===== src/rtl/ea_seq_pkg.sv =====
package ea_seq_pkg;

  typedef enum logic [2:0] {
    M_IMPL = 3'd0,
    M_IMM  = 3'd1,
    M_ZP   = 3'd2,
    M_ZPX  = 3'd3,
    M_ABS  = 3'd4,
    M_ABSY = 3'd5,
    M_IZX  = 3'd6,
    M_IZY  = 3'd7
  } amode_e;

  typedef enum logic [1:0] {
    MS_PC1,
    MS_PC2,
    MS_ZPTR,
    MS_ZPTR1
  } memSel_e;

  typedef enum logic [1:0] {
    EA_NONE,
    EA_IMM,
    EA_ZP,
    EA_FULL
  } eaSrc_e;

  typedef struct packed {
    logic    accept;
    logic    memRd;
    memSel_e memSel;
    logic    capPtr;
    logic    capLo;
    logic    eaLoad;
    eaSrc_e  eaSrc;
    logic    idxX;
    logic    idxY;
    logic    pcAdv;
    logic [1:0] pcInc;
  } strobe_t;

  localparam int MAX_CYCLES = 6;

  function automatic int baseCycles(amode_e m);
    case (m)
      M_IMPL, M_IMM:         return 2;
      M_ZP:                  return 3;
      M_ZPX, M_ABS, M_ABSY:  return 4;
      M_IZY:                 return 5;
      default:               return 6;
    endcase
  endfunction

  function automatic logic [1:0] instrLen(amode_e m);
    case (m)
      M_IMPL:        return 2'd1;
      M_ABS, M_ABSY: return 2'd3;
      default:       return 2'd2;
    endcase
  endfunction

endpackage


===== src/rtl/ea_seq_ctrl.sv =====
module ea_seq_ctrl
  import ea_seq_pkg::*;
#(
  parameter int CNT_W = 3
) (
  input  logic             clk,
  input  logic             rst,
  input  logic             start,
  input  logic [2:0]       modeIn,
  input  logic             pageCross,
  output strobe_t          st,
  output logic             done,
  output logic [CNT_W-1:0] cycles
);

  typedef enum logic [2:0] {S_IDLE, S_OP, S_B2, S_B3, S_B4, S_WAIT} state_e;

  localparam logic [CNT_W-1:0] CNT_ONE = CNT_W'(1);

  state_e           state, nxt;
  amode_e           modeReg, modeNew;
  logic [CNT_W-1:0] cnt;
  logic             crossHit;

  assign modeNew  = amode_e'(modeIn);
  assign crossHit = st.eaLoad && (st.eaSrc == EA_FULL) && pageCross;

  always_comb begin
    st  = '0;
    nxt = state;
    case (state)
      S_IDLE: begin
        if (start) begin
          st.accept = 1'b1;
          case (modeNew)
            M_IMPL: begin
              st.eaLoad = 1'b1;
              st.eaSrc  = EA_NONE;
              nxt       = S_WAIT;
            end
            M_IMM: begin
              st.eaLoad = 1'b1;
              st.eaSrc  = EA_IMM;
              nxt       = S_WAIT;
            end
            default: nxt = S_OP;
          endcase
        end
      end
      S_OP: begin
        st.memRd  = 1'b1;
        st.memSel = MS_PC1;
        nxt       = S_B2;
      end
      S_B2: begin
        case (modeReg)
          M_ZP: begin
            st.eaLoad = 1'b1;
            st.eaSrc  = EA_ZP;
            nxt       = S_WAIT;
          end
          M_ZPX: begin
            st.eaLoad = 1'b1;
            st.eaSrc  = EA_ZP;
            st.idxX   = 1'b1;
            nxt       = S_WAIT;
          end
          M_ABS, M_ABSY: begin
            st.capLo  = 1'b1;
            st.memRd  = 1'b1;
            st.memSel = MS_PC2;
            nxt       = S_B3;
          end
          M_IZX: begin
            st.capPtr = 1'b1;
            st.idxX   = 1'b1;
            st.memRd  = 1'b1;
            st.memSel = MS_ZPTR;
            nxt       = S_B3;
          end
          M_IZY: begin
            st.capPtr = 1'b1;
            st.memRd  = 1'b1;
            st.memSel = MS_ZPTR;
            nxt       = S_B3;
          end
          default: nxt = S_WAIT;
        endcase
      end
      S_B3: begin
        case (modeReg)
          M_ABS, M_ABSY: begin
            st.eaLoad = 1'b1;
            st.eaSrc  = EA_FULL;
            st.idxY   = (modeReg == M_ABSY);
            nxt       = S_WAIT;
          end
          default: begin
            st.capLo  = 1'b1;
            st.memRd  = 1'b1;
            st.memSel = MS_ZPTR1;
            nxt       = S_B4;
          end
        endcase
      end
      S_B4: begin
        st.eaLoad = 1'b1;
        st.eaSrc  = EA_FULL;
        st.idxY   = (modeReg == M_IZY);
        nxt       = S_WAIT;
      end
      S_WAIT: begin
        if (cnt == CNT_ONE) begin
          st.pcAdv = 1'b1;
          st.pcInc = instrLen(modeReg);
          nxt      = S_IDLE;
        end
      end
      default: nxt = S_IDLE;
    endcase
  end

  always_ff @(posedge clk) begin
    if (rst) begin
      state   <= S_IDLE;
      modeReg <= M_IMPL;
      cnt     <= '0;
      cycles  <= '0;
      done    <= 1'b0;
    end else begin
      state <= nxt;
      done  <= st.pcAdv;
      if (st.accept) begin
        modeReg <= modeNew;
        cnt     <= CNT_W'(baseCycles(modeNew));
        cycles  <= CNT_W'(baseCycles(modeNew));
      end else if (crossHit) begin
        cycles  <= cycles + CNT_ONE;
      end else if (cnt != '0) begin
        cnt     <= cnt - CNT_ONE;
      end
    end
  end

  // completion is a single-cycle pulse
  p_done_pulse_r2: assert property (@(posedge clk) disable iff (rst)
    done |=> !done);

  // a finished instruction never reports outside 2..6 cycles
  p_cycles_range_r9: assert property (@(posedge clk) disable iff (rst)
    done |-> (cycles >= CNT_W'(2) && cycles <= CNT_W'(MAX_CYCLES)));

  // an issue strobe during an instruction leaves the latched mode alone
  p_busy_ignore_r10: assert property (@(posedge clk) disable iff (rst)
    (state != S_IDLE && start) |=> $stable(modeReg));

  // reads are only requested while an instruction is in flight
  p_read_busy_r12: assert property (@(posedge clk) disable iff (rst)
    st.memRd |-> (state != S_IDLE));

endmodule


===== src/rtl/ea_seq_dpath.sv =====
module ea_seq_dpath
  import ea_seq_pkg::*;
#(
  parameter int DATA_W   = 8,
  parameter int RESET_PC = 0
) (
  input  logic                  clk,
  input  logic                  rst,
  input  strobe_t               st,
  input  logic [DATA_W-1:0]     xIn,
  input  logic [DATA_W-1:0]     yIn,
  input  logic [DATA_W-1:0]     memRdata,
  output logic [2*DATA_W-1:0]   memAddr,
  output logic [2*DATA_W-1:0]   effAddr,
  output logic [2*DATA_W-1:0]   pc,
  output logic                  pageCross
);

  localparam int ADDR_W = 2 * DATA_W;
  localparam logic [DATA_W-1:0] ZERO_PAGE = '0;
  localparam logic [DATA_W-1:0] BYTE_ONE  = DATA_W'(1);

  logic [DATA_W-1:0] xReg, yReg, ptrReg, loReg;
  logic [DATA_W-1:0] zpLow, idxVal, ptrNext;
  logic [ADDR_W-1:0] fullSum, pcPlus1, pcPlus2;

  assign idxVal  = st.idxX ? xReg : (st.idxY ? yReg : '0);
  assign zpLow   = memRdata + (st.idxX ? xReg : '0);
  assign ptrNext = ptrReg + BYTE_ONE;
  assign fullSum = {memRdata, loReg} + {ZERO_PAGE, idxVal};
  assign pcPlus1 = pc + ADDR_W'(1);
  assign pcPlus2 = pc + ADDR_W'(2);

  assign pageCross = st.idxY && (fullSum[ADDR_W-1:DATA_W] != memRdata);

  always_comb begin
    case (st.memSel)
      MS_PC1:   memAddr = pcPlus1;
      MS_PC2:   memAddr = pcPlus2;
      MS_ZPTR:  memAddr = {ZERO_PAGE, zpLow};
      default:  memAddr = {ZERO_PAGE, ptrNext};
    endcase
  end

  always_ff @(posedge clk) begin
    if (rst) begin
      xReg    <= '0;
      yReg    <= '0;
      ptrReg  <= '0;
      loReg   <= '0;
      effAddr <= '0;
      pc      <= ADDR_W'(RESET_PC);
    end else begin
      if (st.accept) begin
        xReg <= xIn;
        yReg <= yIn;
      end
      if (st.capPtr) ptrReg <= zpLow;
      if (st.capLo)  loReg  <= memRdata;
      if (st.eaLoad) begin
        case (st.eaSrc)
          EA_NONE: effAddr <= '0;
          EA_IMM:  effAddr <= pcPlus1;
          EA_ZP:   effAddr <= {ZERO_PAGE, zpLow};
          default: effAddr <= fullSum;
        endcase
      end
      if (st.pcAdv) pc <= pc + ADDR_W'(st.pcInc);
    end
  end

  // program counter moves only on the completion edge
  p_pc_at_done_r3: assert property (@(posedge clk) disable iff (rst)
    !$stable(pc) |-> $past(st.pcAdv));

  // page-zero results never leave page zero
  p_zp_page_r5: assert property (@(posedge clk) disable iff (rst)
    (st.eaLoad && st.eaSrc == EA_ZP) |=> (effAddr[ADDR_W-1:DATA_W] == '0));

  // index copies hold between acceptances
  p_idx_hold_r11: assert property (@(posedge clk) disable iff (rst)
    !st.accept |=> ($stable(xReg) && $stable(yReg)));

endmodule


===== src/rtl/ea_sequencer.sv =====
module ea_sequencer
  import ea_seq_pkg::*;
#(
  parameter int DATA_W   = 8,
  parameter int CNT_W    = 3,
  parameter int RESET_PC = 0
) (
  input  logic                clk,
  input  logic                rst,
  input  logic                start,
  input  logic [2:0]          mode,
  input  logic [DATA_W-1:0]   xIdx,
  input  logic [DATA_W-1:0]   yIdx,
  output logic [2*DATA_W-1:0] memAddr,
  output logic                memRd,
  input  logic [DATA_W-1:0]   memRdata,
  output logic [2*DATA_W-1:0] effAddr,
  output logic                done,
  output logic [CNT_W-1:0]    cycles,
  output logic [2*DATA_W-1:0] pc
);

  strobe_t st;
  logic    pageCross;

  assign memRd = st.memRd;

  ea_seq_ctrl #(.CNT_W(CNT_W)) u_ctrl (
    .clk       (clk),
    .rst       (rst),
    .start     (start),
    .modeIn    (mode),
    .pageCross (pageCross),
    .st        (st),
    .done      (done),
    .cycles    (cycles)
  );

  ea_seq_dpath #(.DATA_W(DATA_W), .RESET_PC(RESET_PC)) u_dpath (
    .clk       (clk),
    .rst       (rst),
    .st        (st),
    .xIn       (xIdx),
    .yIn       (yIdx),
    .memRdata  (memRdata),
    .memAddr   (memAddr),
    .effAddr   (effAddr),
    .pc        (pc),
    .pageCross (pageCross)
  );

endmodule


===== config.mk =====
export PLATFORM = sky130hd
export DESIGN_NAME = ea_sequencer
export DESIGN_NICKNAME = d
export VERILOG_FILES = /design/src/rtl/ea_seq_pkg.sv /design/src/rtl/ea_seq_ctrl.sv /design/src/rtl/ea_seq_dpath.sv /design/src/rtl/ea_sequencer.sv
export SDC_FILE = /design/constraint.sdc
export NUM_CORES = 1
export LEC_CHECK = 0
export BUFFER_PORTS_ARGS = -buffer_cell sky130_fd_sc_hd__clkbuf_2
export CORE_MARGIN = 3
export CORE_UTILIZATION = 33
export DETAILED_ROUTE_END_ITERATION = 7
export PLACE_DENSITY = 0.56
export SYNTH_ARGS = -nofsm -noshare
export SYNTH_HDL_FRONTEND = slang
export SYNTH_SLANG_ARGS = --single-unit

===== constraint.sdc =====
create_clock -name clk -period 4 [get_ports clk]
set_input_delay 0 -clock clk [delete_from_list [all_inputs] [get_ports clk]]
set_output_delay 0 -clock clk [all_outputs]
set_load 0.01 [all_outputs]

==> results.md, run 1 <==
* Tcrit/Tclk final at 0.893
* Max IR drop VDD at 0.000229 V
* Internal power at 0.00171 W
* Crit path buffers/inverters at 0
* Total GRT Usage at 0.172
* CP endpoint kind: register
* Crit path required time at 4270 ps
* Fmax at 0.280 GHz
* Clock sinks at 77
* Synth warnings at 0
* DP HPWL at 11.5 mm
* Most frequent cells in the layout: 101 x nand2_1, 82 x clkbuf_2, 77 x dfxtp_1, 70 x a21oi_1, 49 x nor2_1
* Most common cell after layout, fill and taps aside: nand2_1
* Worst Max-Slew Pin Slew at 789 ps
* Vias per cell at 5.23
* Async S/R FF share, synth at 0
* # port buffers at 82
* Register bit count reported by yosys at 77
* Net Sw Power at 0.000722 W
* Slowest CP cell: dfxtp_1
* RSZ-0062 raised after global routing: no
* N_diodes at 0
* Pins Over Slew Limit at 0
* Total Neg Setup Slack at 0 ps
* Final Setup Violations at 0
* Max-cap violation count at 0
* WP data arrival at 3840 ps
* Hold_sp: memRdata[2]
* Switching portion of total power at 0.297
* CTS tree: built
* CP peak stage delay at 590 ps
* Clock Pin Slew Worst Setup and Hold Paths at 60 ps
* Delay-heaviest family, CP: compound AO/OA/AOI/OAI gates
* Dominant synthesized flop cell: dfxtp_1
* Antenna violations before repair at 0
* Ranking of synthesized cells by area: dfxtp_1 30%, nand2_1 7.3%, a21oi_1 6.8%
* Routability cong. at 0.866
* Layout cells sized above 1 at 0.182
* Total congestion overflow at 0
* Iter 0 DRT Violations at 427
* Clock Path Buffers at 2
* Static power due to leakage at 2.63 nW
* CORE AREA at 15300 µm²
* Status: finished, final reports clean
* Synth-to-layout area growth at 21.4%
* Largest net degree at the start of global routing at 30
* Post-route ant nets at 0
* Syn avg cell area at 7.91 µm²
* IO Count at 83
* Drt total wl at 14.8 mm
* DR pass1 iterations at 7
* First-pass GRT wire length at 24.6 mm
* CTS Buf Count at 9
* Clock power share at 0.394
* Crit path time final at 3570 ps
* Crit. Startpoint: u_ctrl.state[2]
* Synth top area share at 0.298
* Setup Crit Path Kind: reg2reg
* Rows at 45
* CP startpoint kind: register
* Synthesized area at 5180 µm²
* Slew headroom at 0.472
* Vias in the first global route at 4810
* Die area at 17200 µm²
* Final #Nets at 795
* Number of enable flip-flop cells after synthesis at 0
* Worst Path Max Fanout at 13
* Max H-tree Level at 3
* Worst-skew pair later-pin latency at 350 ps
* Combinational fraction of design power at 0.225
* Worst R2R Start: u_ctrl.state[2]
* Seq/Total Area, Yosys at 0.298
* Syn Nets at 712
* Pwr Density at 387 nW/µm²
* Vias post-DR at 4984
* Routed length per instance at 15.6 µm
* Yosys cell types at 70
* Synth area leader: dfxtp_1
* Die W at 131 µm
* Chip Height at 131 µm
* CP Cell Sequence: and2b_1 > nand2_2 > o22ai_4 > a21o_1 > ha_1 > fa_1 > a211oi_2 > o21ai_1 > o31ai_4 > a21boi_2 > or3_1 > a31oi_1
* HP Class: in2reg
* Final hold vios at 0
* Clock Skews at 10.8 ps
* Initial core utilization at 0.339
* Hold WS at 6.67 ps
* Clock root buffer: clkbuf_16
* Synthesized instance count at 655
* # DRC at 0
* Sequential share of power at 0.381
* Post-CTS Setup Bufs at 0
## power groups by stage
stage,clock [W],sequential (W),combinational (W)
after CTS,0.000977,0.000928,0.000553
after floorplan,0,0.000909,0.000417
final,0.000958,0.000927,0.000547
after detailed placement,0,0.000943,0.000533
after global placement,0,0.000940,0.000521
after global routing,0.00101,0.000938,0.000615
## area by class of cell
class                           instances  area [µm²]
Tap cell                              211         264
Inverter                               14        52.6
Timing Repair Buffer                  111         688
Sequential cell                        77        1540
Fill cell                            1579        8970
Clock buffer                           11         253
Multi-Input combinational cell        525        3390
Clock inverter                          4        95.1
## through the flow
stage	instances	total power (W)	worst slack (ps)	utilization	area, µm²
2_1_floorplan	655	0.00133	995	-	5180
3_3_place_gp	914	0.00146	567	0.374	5700
3_5_place_dp	914	0.00148	463	0.374	5700
4_1_cts	953	0.00246	436	0.412	6290
5_1_grt	953	0.00256	160	0.412	6290
6_report	953	0.00243	430	0.412	6290
## synth_stat cells, drive strengths merged (2+ instances only)
master	number
xor2	26
nor3b	2
xnor2	28
o21a	2
nor2b	3
a21oi	70
o31a	2
inv	14
buf	21
and2	9
o21ai	28
and2b	2
a22oi	12
a221oi	5
o221ai	3
or2	3
and4	4
a21boi	3
a222oi	4
nand2b	8
clkbuf	18
nand3	20
o2111ai	3
a221o	2
a211o	3
dfxtp	77
fa	3
a21o	14
o22ai	11
a31oi	5
a211oi	8
nand4	5
and3b	2
nor2	53
mux2i	3
a22o	3
nand2	105
and3	6
nor3	17
or3	9
o221a	2
ha	24
## registers in the layout (all words and copies together) (netlist names)
name,cells
u_ctrl.done,1
u_dpath.xReg,8
u_dpath.loReg,8
u_dpath.yReg,8
u_dpath.ptrReg,8
u_ctrl.cycles,3
u_dpath.pc,16
u_ctrl.modeReg,3
u_ctrl.state,3
u_ctrl.cnt,3
u_dpath.effAddr,16
## worst reg2reg max path, cell delays in order, from the launching register on
cell and delay (ps):
dfxtp_1 590, and2b_1 270, nand2_2 150, o22ai_4 140, a21o_1 200, ha_1 220
fa_1 440, a211oi_2 210, o21ai_1 170, o31ai_4 340, a21boi_2 230, or3_1 400
a31oi_1 150
## path summary, 6_finish.rpt
path	slack, ps	endpoint	cells after the start
setup / recovery	430	u_ctrl.cnt[0]	12
setup reg to reg	430	u_ctrl.cnt[0]	12
hold reg to reg	450	u_dpath.xReg[6]	2
hold / removal	7	u_dpath.loReg[2]	3
## per-layer routing
layer / track usage / vias to the layer above / share of wire / wire length [µm]
met2: 0.284 / 136 / 0.47 / 6900
met5: 0 / - / 0 / 0
met4: 0.0560 / 0 / 0.021 / 311
met3: 0.0325 / 23 / 0.060 / 893
met1: 0.229 / 2322 / 0.45 / 6730
li1: - / 2503 / - / -
## cell families after synthesis
family	count (synthesis)	synth area share
AND/OR/NAND/NOR	253	0.245
flip-flops	77	0.298
AO/OA/AOI/OAI	188	0.243
XOR/XNOR	54	0.0913
adder cells (fa/ha/maj)	27	0.0696
buffers and inverters	53	0.0471
multiplexers	3	0.00580
## what timing repair did
| item | in CTS | in global routing |
|---|---|---|
| hold endpoints to repair | 24 | 0 |
| hold buffers | 24 | 0 |
| setup endpoints to repair | 0 | 0 |
| gates resized for setup | 0 | 0 |
(Power assumes the default switching activity.)
==> run 2, diff against run 1 <==
- REMOVE_ABC_BUFFERS: unset -> 1
==> run 2 against run 1 <==
  * Sequential power hardly changed
  * First-iteration DRC count decreased by 22%
  * Clock skew is 1.3 ps higher
  * Clock-buffer cell count decreased by 2
  * Power down 2.5%
  * Cell count decreased by 0.10%
  * Register-to-register slack worse by 30 ps
  * Routed wire length increased by 3.5%
  * Design area down 0.80%
  * Die area did not move
  * Non-clock buffer count fell by 2
  * Critical path type unchanged
  * Largest power group is now sequential cells
  * Highest routed layer unchanged
==> results.md, run 2 (same netlist as run 1, synthesis figures left out) <==
* Status: finished, final reports clean
* Clock root buffer: clkbuf_16
* Chip Height at 131 µm (unchanged)
* HP Class: in2reg
* Routability cong. at 0.887 (+2.4%)
* CP startpoint kind: register
* CTS Buf Count at 9 (unchanged)
* Iter 0 DRT Violations at 335 (-22%)
* Sequential share of power at 0.390 (+0.009)
* Pwr Density at 380 nW/µm² (-1.8%)
* Final Setup Violations at 0 (unchanged)
* Net Sw Power at 0.000757 W (+4.9%)
* Die area at 17200 µm² (unchanged)
* CP endpoint kind: register
* Place WS at 461 ps (-1.66 ps)
* Vias per cell at 5.30 (+1.3%)
* Crit path time final at 3600 ps (+29.4 ps)
* Rows at 45 (unchanged)
* First-pass GRT wire length at 24.9 mm (+1.3%)
* Non-Filler Instances at 952 (-0.10%)
* Crit path required time at 4280 ps (about the same)
* Most frequent cells in the layout: 101 x nand2_1, 82 x clkbuf_2, 77 x dfxtp_1, 70 x a21oi_1, 49 x nor2_1
* Cell count after placement at 913 (-0.11%)
* Antenna violations before repair at 0 (unchanged)
* Final hold vios at 0 (unchanged)
* Final setup margin at 400 ps (-29.4 ps)
* IO Count at 83 (unchanged)
* Tcrit/Tclk final at 0.900 (+0.00734)
* CTS tree: built
* Worst-skew pair later-pin latency at 350 ps (about the same)
* Routed length per instance at 16.1 µm (+3.6%)
* Worst Path Max Fanout at 13 (unchanged)
* Total congestion overflow at 0 (unchanged)
* Worst Max-Slew Pin Slew at 907 ps (+118 ps)
* Vias post-DR at 5044 (+1.2%)
* Layout cells sized above 1 at 0.182 (+0.000246)
* Internal power at 0.00161 W (-5.7%)
* Clock Skews at 12.1 ps (+1.35 ps)
* DP HPWL at 11.5 mm (+0.38%)
* Clock sinks at 77 (unchanged)
* Clock Pin Slew Worst Setup and Hold Paths at 70 ps (about the same)
* Initial core utilization at 0.339 (unchanged)
* Vias in the first global route at 4848 (+0.79%)
* Max H-tree Level at 3 (unchanged)
* Combinational fraction of design power at 0.234 (+0.009)
* Clock Path Buffers at 2 (unchanged)
* Drt total wl at 15.3 mm (+3.5%)
* RSZ-0062 raised after global routing: no
* Pins Over Slew Limit at 0 (unchanged)
* # port buffers at 82 (unchanged)
* Slew headroom at 0.395 (-0.0774)
* Max-cap violation count at 0 (unchanged)
* Synth-to-layout area growth at 20.4%
* Largest net degree at the start of global routing at 42 (+40%)
* Die W at 131 µm (unchanged)
* DR pass1 iterations at 8 (+1)
* Max IR drop VDD at 0.000215 V (-6.2%)
* # DRC at 0 (unchanged)
* Setup Crit Path Kind: reg2reg
* N_diodes at 0 (unchanged)
* WP data arrival at 3880 ps (+40 ps)
* Switching portion of total power at 0.319 (+0.0226)
* Post-route ant nets at 0 (unchanged)
* Most common cell after layout, fill and taps aside: nand2_1
* Static power due to leakage at 2.60 nW (-1.1%)
* Clock power share at 0.377 (-0.017)
* Total GRT Usage at 0.176 (+0.00344)
* Final #Nets at 793 (-0.25%)
* Total Neg Setup Slack at 0 ps (unchanged)
* Post-CTS Setup Bufs at 0 (unchanged)
* Fill count at 1595 (+1.0%)
* Biggest regs: u_dpath.effAddr: 16 flops, u_dpath.pc: 16 flops
* Layout Utilization at 0.409 (-0.00328)
* Fmax at 0.278 GHz (-0.82%)
* CORE AREA at 15300 µm² (unchanged)
## run 2: per-layer routing
metal	vias to the layer above	wire length (µm)	GRT usage	part of all wire
met5	-	0	0	0
met3	26	774	0.0348	0.050
met2	133	7030	0.281	0.46
met4	0	347	0.0683	0.023
li1	2498	-	-	-
met1	2387	7200	0.235	0.47
## run 2: final timing paths
check	slack, ps	cells after the start	startpoint	to
setup / recovery	400	12	u_ctrl.state[2]	u_ctrl.cnt[0]
setup reg to reg	400	12	u_ctrl.state[2]	u_ctrl.cnt[0]
hold / removal	10	3	memRdata[3]	u_dpath.loReg[3]
hold reg to reg	460	2	u_dpath.xReg[5]	u_dpath.xReg[5]
## run 2: repair_timing
item | CTS | global route
hold buffers | 23 | 0
endpoints found under the hold margin | 23 | 0
gates resized for setup | 0 | 0
## run 2: metrics by stage
stage | cell area, µm² | hold slack, ps | total power [W]
2_1_floorplan | 4990 | 68.9 | 0.00128
3_3_place_gp | 5690 | 225 | 0.00146
3_5_place_dp | 5690 | 230 | 0.00147
4_1_cts | 6240 | 0.548 | 0.00239
5_1_grt | 6240 | 34.4 | 0.00249
6_report | 6240 | 11.7 | 0.00237
## run 2: power groups by stage
| stage | Sequential (W) | Combinational, W | Clock, W |
|---|---|---|---|
| floorplan | 0.000934 | 0.000350 | 0 |
| global placement | 0.000937 | 0.000522 | 0 |
| detailed placement | 0.000940 | 0.000534 | 0 |
| CTS | 0.000924 | 0.000554 | 0.000913 |
| global route | 0.000935 | 0.000618 | 0.000938 |
| finish | 0.000924 | 0.000554 | 0.000893 |
## run 2: area by class of cell
type                            count  area (µm²)  share of cell area
Clock buffer                        9         225              0.0361
Clock inverter                      7        90.1              0.0144
Timing Repair Buffer              109         671               0.108
Sequential cell                    77        1540               0.247
Inverter                           14        52.6             0.00843
Tap cell                          211         264              0.0423
Multi-Input combinational cell    525        3390               0.544
## run 2: critical path, cell delays in order, from the launching register on
cell and delay (ps):
dfxtp_1 580, and2b_1 270, nand2_2 140, o22ai_4 140, a21o_1 210, ha_1 220, fa_1 450, a211oi_2 220
o21ai_1 170, o31ai_4 340, a21boi_2 230, or3_1 390, a31oi_1 150
